`config.mk`:
```
export PLATFORM = sky130hd
export DESIGN_NAME = lut_dpram
export DESIGN_NICKNAME = d
export VERILOG_FILES = /design/src/rtl/dpram_pkg.sv /design/src/rtl/dpram_polarity.sv /design/src/rtl/dpram_store.sv /design/src/rtl/dpram_rdport.sv /design/src/rtl/lut_dpram.sv
export SDC_FILE = /design/constraint.sdc
export NUM_CORES = 1
export LEC_CHECK = 0
export BUFFER_PORTS_ARGS = -buffer_cell sky130_fd_sc_hd__buf_2
export CAP_MARGIN = 10
export CORE_MARGIN = 5
export CORE_UTILIZATION = 45
export CTS_CLUSTER_DIAMETER = 40
export CTS_CLUSTER_SIZE = 8
export DETAILED_ROUTE_END_ITERATION = 12
export GPL_ROUTABILITY_DRIVEN = 1
export SYNTH_ARGS = -nofsm -noshare
export SYNTH_HDL_FRONTEND = slang
export SYNTH_SLANG_ARGS = --single-unit
export TNS_END_PERCENT = 1
```
`constraint.sdc`:
```
create_clock -name wr_clk -period 2.85 [get_ports wr_clk]
set_clock_uncertainty 0.1 [all_clocks]
set_input_delay 0.4275 -clock wr_clk [delete_from_list [all_inputs] [get_ports wr_clk]]
set_output_delay 0.4275 -clock wr_clk [all_outputs]
set_load 0.02 [all_outputs]
```
`src/rtl/dpram_pkg.sv`:
```
package dpram_pkg;
  typedef enum logic {
    POL_NORMAL   = 1'b0,
    POL_INVERTED = 1'b1
  } pol_e;

  localparam int unsigned DEF_ADDR_W = 4;
  localparam int unsigned DEF_WIDTH  = 1;
endpackage

```
`src/rtl/dpram_polarity.sv`:
```
module dpram_polarity #(
  parameter dpram_pkg::pol_e CLK_POL = dpram_pkg::POL_NORMAL,
  parameter dpram_pkg::pol_e EN_POL  = dpram_pkg::POL_NORMAL
) (
  input  logic raw_clk,
  input  logic raw_en,
  output logic eff_clk,
  output logic eff_en
);
  generate
    if (CLK_POL == dpram_pkg::POL_INVERTED) begin : g_clk_inv
      assign eff_clk = ~raw_clk;
    end else begin : g_clk_norm
      assign eff_clk = raw_clk;
    end
    if (EN_POL == dpram_pkg::POL_INVERTED) begin : g_en_inv
      assign eff_en = ~raw_en;
    end else begin : g_en_norm
      assign eff_en = raw_en;
    end
  endgenerate
endmodule

```
`src/rtl/dpram_store.sv`:
```
module dpram_store #(
  parameter int unsigned ADDR_W = dpram_pkg::DEF_ADDR_W,
  parameter int unsigned WIDTH  = dpram_pkg::DEF_WIDTH,
  localparam int unsigned TOTAL = WIDTH << ADDR_W,
  parameter logic [TOTAL-1:0] INIT_BITS = '0
) (
  input  logic              clk_i,
  input  logic              en_i,
  input  logic [ADDR_W-1:0] addr_i,
  input  logic [WIDTH-1:0]  din_i,
  output logic [TOTAL-1:0]  bits_o
);
  logic [TOTAL-1:0] bits_q = INIT_BITS;

  always_ff @(posedge clk_i) begin
    if (en_i) begin
      bits_q[addr_i*WIDTH +: WIDTH] <= din_i;
    end
  end

  assign bits_o = bits_q;
endmodule

```
`src/rtl/dpram_rdport.sv`:
```
module dpram_rdport #(
  parameter int unsigned ADDR_W = dpram_pkg::DEF_ADDR_W,
  parameter int unsigned WIDTH  = dpram_pkg::DEF_WIDTH,
  localparam int unsigned TOTAL = WIDTH << ADDR_W
) (
  input  logic [TOTAL-1:0]  bits_i,
  input  logic [ADDR_W-1:0] sel_i,
  output logic [WIDTH-1:0]  q_o
);
  always_comb begin
    q_o = bits_i[sel_i*WIDTH +: WIDTH];
  end
endmodule

```
`src/rtl/lut_dpram.sv`:
```
module lut_dpram #(
  parameter int unsigned ADDR_W = dpram_pkg::DEF_ADDR_W,
  parameter int unsigned WIDTH  = dpram_pkg::DEF_WIDTH,
  parameter dpram_pkg::pol_e CLK_POL = dpram_pkg::POL_NORMAL,
  parameter dpram_pkg::pol_e EN_POL  = dpram_pkg::POL_NORMAL,
  localparam int unsigned TOTAL = WIDTH << ADDR_W,
  parameter logic [TOTAL-1:0] INIT_BITS = '0
) (
  input  logic              wr_clk,
  input  logic              wr_enable,
  input  logic [ADDR_W-1:0] wr_addr,
  input  logic [WIDTH-1:0]  wr_data,
  input  logic [ADDR_W-1:0] rd_addr,
  output logic [WIDTH-1:0]  q_wside,
  output logic [WIDTH-1:0]  q_rside
);
  localparam int unsigned NPORTS = 2;

  logic             clk_act;
  logic             en_act;
  logic [TOTAL-1:0] store_bits;
  logic [NPORTS-1:0][ADDR_W-1:0] port_sel;
  logic [NPORTS-1:0][WIDTH-1:0]  port_q;

  dpram_polarity #(.CLK_POL(CLK_POL), .EN_POL(EN_POL)) u_pol (
    .raw_clk(wr_clk),
    .raw_en (wr_enable),
    .eff_clk(clk_act),
    .eff_en (en_act)
  );

  dpram_store #(.ADDR_W(ADDR_W), .WIDTH(WIDTH), .INIT_BITS(INIT_BITS)) u_store (
    .clk_i (clk_act),
    .en_i  (en_act),
    .addr_i(wr_addr),
    .din_i (wr_data),
    .bits_o(store_bits)
  );

  // Port 0 follows the write address; port 1 has its own address.
  assign port_sel[0] = wr_addr;
  assign port_sel[1] = rd_addr;

  generate
    for (genvar p = 0; p < NPORTS; p++) begin : g_rd
      dpram_rdport #(.ADDR_W(ADDR_W), .WIDTH(WIDTH)) u_rd (
        .bits_i(store_bits),
        .sel_i (port_sel[p]),
        .q_o   (port_q[p])
      );
    end
  endgenerate

  assign q_wside = port_q[0];
  assign q_rside = port_q[1];
endmodule

```
# [Word-level counts from Yosys, hierarchy flattened]
# Cells that the tools add are included.
[word_totals] register_bits=16 output_inout_bits=2 wordCells=7 inputBits=11
[classes] shift=4 muxes=1 addsub=1
[op_table] op="negator 4 -> 34 bit" n=1
[op_table] op="variable shift 1 x 34 -> 16 bit (first input constant)" n=1
[op_table] op="variable part select 1 x 34 -> 16 bit" n=1
[op_table] op="variable part select 16 x 5 -> 1 bit" n=2
[op_table] op="bitwise mux 16 bit" n=1

# [Logic depth before layout (Yosys ltp)]
# Gate-level depths: netlist (run 1).
[depth] ltp_word=3 mapped_depth=6 mapped_depth_nobuf=5

# [Modules after synthesis]
# From an unflattened synthesis (run 1), not the netlist that was laid out.
[unflattened] cells_unflattened=104 hier_area_um2=1162.4
[by_module_without_submodules] mod="dpram_store" instances=1 cells_per_inst=88 seq_area_each_um2=480.5 area_each_um2=877.1
[by_module_without_submodules] mod="dpram_rdport" instances=2 cells_per_inst=7 seq_area_each_um2=0.0 area_each_um2=135.1
[by_module_without_submodules] mod="dpram_polarity" instances=1 cells_per_inst=2 seq_area_each_um2=0.0 area_each_um2=15.0

# [Least setup slack after synthesis (run 1)]
# Ideal clock, no wire load.
[synth_path] path_kind="input-to-reg" startpoint="input wr_addr[2]" endpoint="register u_store.bits_q[0] (netlist: u_store.bits_o[0]) (enable)" cell_stages=6 arrival_ns=1.605 path_slack_ns=0.832 required_ns=2.438 path_buffers=1 cell_sequence="buf_6 -> nor3_1 -> ha_1 -> nor4b_1 -> nand2_1 -> nor3_1"
[synth_lines] item="from (decl)" line="lut_dpram.sv:11" text="input logic [ADDR_W-1:0] wr_addr,"
[synth_lines] item="to (signal, indexed assignment)" line="dpram_store.sv:17" text="bits_q[addr_i*WIDTH +: WIDTH] <= din_i;"
[synth_lines] item="to (decl)" line="dpram_store.sv:13" text="logic [TOTAL-1:0] bits_q = INIT_BITS;"

# [Worst setup path in the final report (run 1)]
[layout_path] startpoint="input wr_addr[0]" endpoint="output q_wside"
[layout_via] elab_chain_len=1
[layout_lines] item="variable part select 16 x 5 -> 1 bit" line="dpram_rdport.sv:11" text="q_o = bits_i[sel_i*WIDTH +: WIDTH];"
[layout_lines] item="to (decl)" line="lut_dpram.sv:14" text="output logic [WIDTH-1:0] q_wside,"
# Every way passes these cells.

==> results.cfg, run 1 <==
[place]
io_buffers = 12
placed_area_sq_um = 1185
place_congestion = 0.8510
placed_cells = 142
dp_slack_ns = 0.4757
hpwlAfterDp_um = 2086

[floorplan]
dieWidth_um = 59.83
rows = 18
ios = 13
dieArea_sq_um = 3580
design.core.area_sq_um = 2432
die_h_um = 59.83
start_util = 0.4594

[global_route]
grt_use_total = 0.1712
overflow = 0
first_global_vias = 868
grt_pass1_wl_um = 4360
antenna_found_initial = 0
grt_max_degree = 14

[cells_and_area]
drive_above_1_share = 0.1897
regArea_sq_um = 480.5
fin_area_sq_um = 1211
antenna_cells = 0
final_cell_mix = 28 x nor2_1, 16 x edfxtp_1, 12 x buf_2, 7 x inv_1, 6 x mux4_2
multiInputGateArea_sq_um = 580.6
syn2layout_area_growth_pct = 8.398
fin_cells = 146
fill_cells = 246
final_nets = 132
layout_commonest_cell = nor2_1
largest_reg_flops = 16

[outcome]
status = completed

[routing]
wl_met1_um = 1108
drt_iter0_markers = 18
topRoutingLayerUsed = met4
totalWireLength_um = 2600
routedWlPerCell_um = 17.81
wl_met2_um = 1348
ant_nets = 0
routed-via-count = 865
avgViaCountPerCell = 5.925
route.detailed.drc = 0
first_pass_iters = 4
wl_met3_um = 113

[pwr]
ir_worst_vdd_uv = 225.5
p_leak_nw = 0.3900
total_power_w = 0.0004732
power.density_nw_per_um2 = 390.7

[yosys]
synth_warnings = 0
ys_seq_area_frac = 0.4300
ys_seq_elements = 16
syn_inst = 103
synth_area_sq_um = 1117
synth_cell_types = 29
synth_area_per_cell_sq_um = 10.85
syn_nets = 118

[cts]
hold_buffers = 0
cts_resized = 0
cts-root-buf = clkbuf_4
clk_pin_slew_ns = 0.09
clockBufferDepth = 2
cts_setup_buffers = 0
h-tree-depth = 1
clock-sinks = 16
numCtsBuffers = 3
cts_tree = done

[worst_setup_path]
cp_cell_sequence = buf_2 -> mux4_1 -> nor2b_1 -> o32ai_1 -> buf_2
slowest_delay_ns = 0.58
critPathRequiredTime_ns = 2.32
slowest_stage = mux4_1
crit_buf_inv = 2
arrival_ns = 1.70
crit_family = multiplexers
worstSetupStartpointType = primary input
worstPathMaxFanout = 13
path_class = primary input to output pin
end_kind = output pin
cp_common_cell = buf_2

[sta]
fin_ws_ns = 0.6248
setup_viol = 0
setup_tns_ns = 0
slew-limit-headroom = 0.6958
worst_slew_pin_slew_ns = 0.4449
finalHoldViolCount = 0
rsz0062_at_grt = no
slew_viol_final = 0
max_clock_freq_mhz = 449.4
finalCritPeriodShare = 0.7808
final.min_clock_period_ns = 2.225

[min_path]
hold_depth = 3
hold_end = u_store.bits_o[0]
min-delay-start = wr_enable
hold_class = primary input to flop

[flow_run]
max_cap_viol_count = 0
[logic make-up (layout without fill, tap and decap cells)]
family | Yosys count | count (layout) | synth area share
compound gates | 8 | 8 | 0.06047
xor+xnor | 1 | 1 | 0.007840
fa+ha+maj | 4 | 4 | 0.04479
buf+inv | 10 | 23 | 0.05040
flops | 16 | 16 | 0.4300
mux | 12 | 12 | 0.1904
simple gates | 52 | 52 | 0.2161
[metrics by stage]
step                      utilization  hold WS [ns]
after floorplan                     -        0.5751
after global placement         0.4871        0.7270
after detailed placement       0.4871        0.7316
after CTS                      0.4979        0.4337
after global routing           0.4979        0.4609
final                          0.4979        0.4364
[Yosys cell counts]
library cell	number	share of area
edfxtp_1	16	0.43
mux4_2	6	0.12
a2111o_1	2	0.020
nand2_1	4	0.013
inv_1	7	0.024
ha_1	4	0.045
o31ai_1	1	0.0067
buf_6	2	0.020
and3b_1	1	0.0078
xnor2_1	1	0.0078
buf_4	1	0.0067
mux2i_1	4	0.036
nor2_1	28	0.094
o21bai_1	1	0.0067
mux2_2	1	0.010
nor2b_1	4	0.022
nor3_1	5	0.022
nand4_1	1	0.0056
o211ai_1	1	0.0067
o21ai_1	1	0.0045
nand3_1	3	0.013
nand2b_1	2	0.011
or3_1	1	0.0056
a2111oi_0	1	0.0078
nor4b_1	1	0.0078
and3_1	1	0.0056
o32ai_1	1	0.0078
mux4_1	1	0.024
nand3b_1	1	0.0067
[layout make-up]
cell class / count / area share
tap: 30 / 0.03099
sequential: 16 / 0.3967
clock inverter: 1 / 0.003099
timing repair buffer: 12 / 0.04959
clock buffer: 3 / 0.01860
inverter: 7 / 0.02169
multi-input combinational: 77 / 0.4793
[per-layer routing]
| layer | track usage | vias up |
|---|---|---|
| li1 | - | 409 |
| met1 | 0.2154 | 434 |
| met2 | 0.3071 | 18 |
| met3 | 0.01944 | 4 |
| met4 | 0.04747 | 0 |
| met5 | 0 | - |
[power by group]
group          internal (W)  switching, W
clock             0.0000508     0.0000717
combinational     0.0000318     0.0000546
sequential         0.000262    0.00000266
[how the worst max path moves through the flow]
stage                    start                 end  slack, ns  cells after the start
floorplan           wr_addr[2]   u_store.bits_o[0]       0.83                      6
global placement    wr_addr[0]  u_store.bits_o[14]       0.49                      6
detailed placement  wr_addr[0]  u_store.bits_o[14]       0.48                      6
CTS                 wr_addr[0]             q_wside       0.63                      5
global route        wr_addr[0]             q_wside       0.49                      5
finish              wr_addr[0]             q_wside       0.62                      5
No activity file was read; power rests on OpenSTA's default activity.
==> run 2, diff against run 1 <==
--- a/config.mk
+++ b/config.mk
@@ -13,6 +13,7 @@
 export CTS_CLUSTER_SIZE = 8
 export DETAILED_ROUTE_END_ITERATION = 12
 export GPL_ROUTABILITY_DRIVEN = 1
+export PLACE_DENSITY = 0.67
 export SYNTH_ARGS = -nofsm -noshare
 export SYNTH_HDL_FRONTEND = slang
 export SYNTH_SLANG_ARGS = --single-unit
==> constraint.sdc (replaced) <==
create_clock -name wr_clk -period 1.8 [get_ports wr_clk]
set_clock_uncertainty 0.1 [all_clocks]
set_input_delay 0.27 -clock wr_clk [delete_from_list [all_inputs] [get_ports wr_clk]]
set_output_delay 0.27 -clock wr_clk [all_outputs]
set_load 0.02 [all_outputs]
==> results.cfg, run 2 (synthesized netlist as in run 1, its figures left out) <==
[outcome]
status = complete, but fails checks
violations = negative setup slack

[global_route]
grt_max_degree = 10
first_global_vias = 878
grt_use_total = 0.1635
grt_pass1_wl_um = 4257
antenna_found_initial = 0
overflow = 0

[cells_and_area]
layout_commonest_cell = nor2_1
antenna_cells = 0
fin_area_sq_um = 1328
final_util = 0.5458
largest_reg_flops = 16
final_nets = 147
final_cell_mix = 28 x nor2_1, 16 x edfxtp_1, 15 x buf_4, 12 x buf_2
syn2layout_area_growth_pct = 18.81
drive_above_1_share = 0.3077

[floorplan]
design.core.area_sq_um = 2432
dieArea_sq_um = 3580
die_h_um = 59.83
dieWidth_um = 59.83
start_util = 0.4594
ios = 13
rows = 18

[cts]
cts_tree = done
clockBufferDepth = 2
cts-root-buf = clkbuf_4
h-tree-depth = 1
clk_pin_slew_ns = 0.08
clock-sinks = 16
cts_setup_buffers = 0
numCtsBuffers = 3

[routing]
totalWireLength_um = 2571
routedWlPerCell_um = 16.07
route.detailed.drc = 0
drt_iter0_markers = 41
avgViaCountPerCell = 5.731
ant_nets = 0
routed-via-count = 917
first_pass_iters = 4

[pwr]
power.density_nw_per_um2 = 576.9
p_leak_nw = 0.4605
ir_worst_vdd_uv = 319.4

[worst_setup_path]
worstSetupStartpointType = flop
crit_family = multiplexers
path_class = flop to output pin
slowest_delay_ns = 0.49
worstPathMaxFanout = 2
end_kind = output pin
arrival_ns = 1.65
cp_cell_sequence = mux4_2 -> mux2i_1 -> o32ai_1 -> buf_2
slowest_stage = mux4_2
critPathRequiredTime_ns = 1.43
crit_path_start = u_store.bits_o[4]
crit_buf_inv = 1

[sta]
max_clock_freq_mhz = 495.4
slew_viol_final = 0
finalHoldViolCount = 0
rsz0062_at_grt = yes
finalCritPeriodShare = 1.121
slew-limit-headroom = 0.7541
worst_slew_pin_slew_ns = 0.3595
fin_ws_ns = -0.2186
setup_viol = 2
final.min_clock_period_ns = 2.019

[place]
place_congestion = 0.9104
io_buffers = 12
hpwlAfterDp_um = 2179
dp_slack_ns = -0.1430
placed_area_sq_um = 1309

[min_path]
hold_class = primary input to flop
min-delay-start = wr_enable

[flow_run]
max_cap_viol_count = 0
run 2: tightest hold or removal path: stages:
cell,delay [ns]
buf_2,0.13
nand2_1,0.06
nor3_1,0.04
run 2: routing by layer:
layer | GRT usage | vias up | wire length [um]
met2 | 0.2809 | 43 | 1320
met4 | 0.04747 | 0 | 31
met1 | 0.2155 | 437 | 1061
met5 | 0 | - | 0
met3 | 0.01944 | 4 | 157
li1 | - | 433 | -
run 2: power breakdown:
part	total (W)	switching (W)	internal, W
clock	0.000177	0.0000994	0.0000775
combinational	0.000171	0.0000951	0.0000762
sequential	0.000418	0.00000346	0.000414
run 2: stage by stage:
| stage | hold WS (ns) | std cells | setup TNS, ns | power (W) |
|---|---|---|---|---|
| 2_1_floorplan | 0.4176 | 103 | -0.002406 | 0.0005223 |
| 5_1_grt | 0.2925 | 160 | -0.4933 | 0.0008074 |
| 6_report | 0.2966 | 160 | -0.3478 | 0.0007658 |
| 3_5_place_dp | 0.5803 | 157 | -1.204 | 0.0005960 |
| 4_1_cts | 0.2961 | 160 | -0.3338 | 0.0007643 |
| 3_3_place_gp | 0.5754 | 157 | -0.7946 | 0.0005916 |
run 2: area by class of cell:
type / instances / area [sq um]
Inverter: 7 / 26.28
Multi-Input combinational cell: 77 / 588.1
Tap cell: 30 / 37.54
Clock buffer: 3 / 22.52
Fill cell: 224 / 1105
Timing Repair Buffer: 27 / 172.7
Sequential cell: 16 / 480.5
run 2: timing repair:
item	in CTS	in global routing
endpoints found under the setup margin	2	2
resized for setup	1	0
endpoints found under the hold margin	0	0
pin swaps	1	0
gates cloned	0	0
hold buffers	0	0
run 2: final timing paths:
path | cells past startpoint | to
max | 4 | q_wside
min | 3 | u_store.bits_o[0]
==> run 3, diff against run 2 <==
--- a/config.mk
+++ b/config.mk
@@ -14,6 +14,7 @@
 export DETAILED_ROUTE_END_ITERATION = 12
 export GPL_ROUTABILITY_DRIVEN = 1
 export PLACE_DENSITY = 0.67
+export SKIP_CTS_REPAIR_TIMING = 1
 export SYNTH_ARGS = -nofsm -noshare
 export SYNTH_HDL_FRONTEND = slang
 export SYNTH_SLANG_ARGS = --single-unit
==> results.cfg, run 3 (synthesized netlist as in run 1, its figures left out) <==
[pwr]
total_power_w = 0.0007677
p_leak_nw = 0.4603
internal_power_w = 0.0005679
pwr-share-comb = 0.224
switching_power_w = 0.0001999
power.density_nw_per_um2 = 578.3
pwr-share-clk = 0.232
share_seq_of_total_power = 0.544
sw_frac_of_total = 0.2603
ir_worst_vdd_uv = 320.3

[cells_and_area]
drive_above_1_share = 0.3077
final_nets = 147
layout_commonest_cell = nor2_1
final_cell_mix = 28 x nor2_1, 16 x edfxtp_1, 15 x buf_4, 12 x buf_2
largest_reg_flops = 16
syn2layout_area_growth_pct = 18.81
fin_cells = 160
fin_area_sq_um = 1328
antenna_cells = 0

[sta]
finalHoldViolCount = 0
worst_slew_pin_slew_ns = 0.3591
slew-limit-headroom = 0.7544
final.min_clock_period_ns = 2.009
slew_viol_final = 0
setup_viol = 2
max_clock_freq_mhz = 497.8
finalCritPeriodShare = 1.116
fin_ws_ns = -0.2087
rsz0062_at_grt = yes

[min_path]
hold_class = primary input to flop
min-delay-start = wr_enable

[floorplan]
die_h_um = 59.83
rows = 18
design.core.area_sq_um = 2432
ios = 13
dieWidth_um = 59.83
dieArea_sq_um = 3580
start_util = 0.4594

[global_route]
grt_max_degree = 10
first_global_vias = 885
antenna_found_initial = 0
grt_pass1_wl_um = 4326
grt_use_total = 0.1658
overflow = 0

[cts]
clock-sinks = 16
cts_tree = done
numCtsBuffers = 3
cts-root-buf = clkbuf_4
clk_pin_slew_ns = 0.09
h-tree-depth = 1
clockBufferDepth = 2

[outcome]
violations = negative setup slack
status = complete, but fails checks

[place]
placed_cells = 157
place_congestion = 0.9104
placed_area_sq_um = 1309
hpwlAfterDp_um = 2179
io_buffers = 12

[flow_run]
max_cap_viol_count = 0

[worst_setup_path]
path_class = flop to output pin
crit_path_start = u_store.bits_o[4]
worstPathMaxFanout = 2
worstSetupStartpointType = flop
critPathRequiredTime_ns = 1.43
arrival_ns = 1.64
end_kind = output pin

[routing]
route.detailed.drc = 0
avgViaCountPerCell = 5.600
drt_iter0_markers = 38
routed-via-count = 896
first_pass_iters = 4
totalWireLength_um = 2596
routedWlPerCell_um = 16.23
ant_nets = 0
[run 3: power by group through the flow]
stage | Combinational, W | Sequential, W | Clock [W]
after CTS | 0.000170 | 0.000418 | 0.000176
after global routing | 0.000187 | 0.000418 | 0.000202
after floorplan | 0.0000978 | 0.000424 | 0
after global placement | 0.000166 | 0.000426 | 0
after detailed placement | 0.000170 | 0.000426 | 0
final | 0.000172 | 0.000418 | 0.000178
[run 3: metal layers]
layer | vias up | routed length, um | global-route usage
met1 | 433 | 1128 | 0.2238
met2 | 28 | 1331 | 0.2793
met3 | 2 | 121 | 0.01944
li1 | 433 | - | -
met4 | 0 | 14 | 0.04747
met5 | - | 0 | 0
[run 3: worst paths after layout]
path | slack [ns] | cells after the start | endpoint
worst max-delay path | -0.21 | 4 | q_wside
worst min-delay path | 0.30 | 3 | u_store.bits_o[0]
[run 3: cell type report]
type / count / area (sq um)
multi-input combinational: 77 / 588.1
timing repair buffer: 27 / 172.7
tap: 30 / 37.54
inverter: 7 / 26.28
clock buffer: 3 / 22.52
sequential: 16 / 480.5
fill: 224 / 1105
[run 3: metrics by stage]
step	util	TNS [ns]	hold WS, ns	setup WS (ns)
after floorplan	-	-0.002406	0.4176	-0.002406
after global placement	0.5381	-0.7946	0.5754	-0.09289
after detailed placement	0.5381	-1.204	0.5803	-0.1430
after CTS	0.5473	-0.3568	0.2961	-0.2107
after global routing	0.5458	-0.4772	0.2925	-0.2598
final	0.5458	-0.3374	0.2960	-0.2087
[run 3: critical path, cell delays in order (launching register included)]
cell and delay [ns]:
edfxtp_1 0.41, mux4_2 0.49, mux2i_1 0.17, o32ai_1 0.12, buf_2 0.18
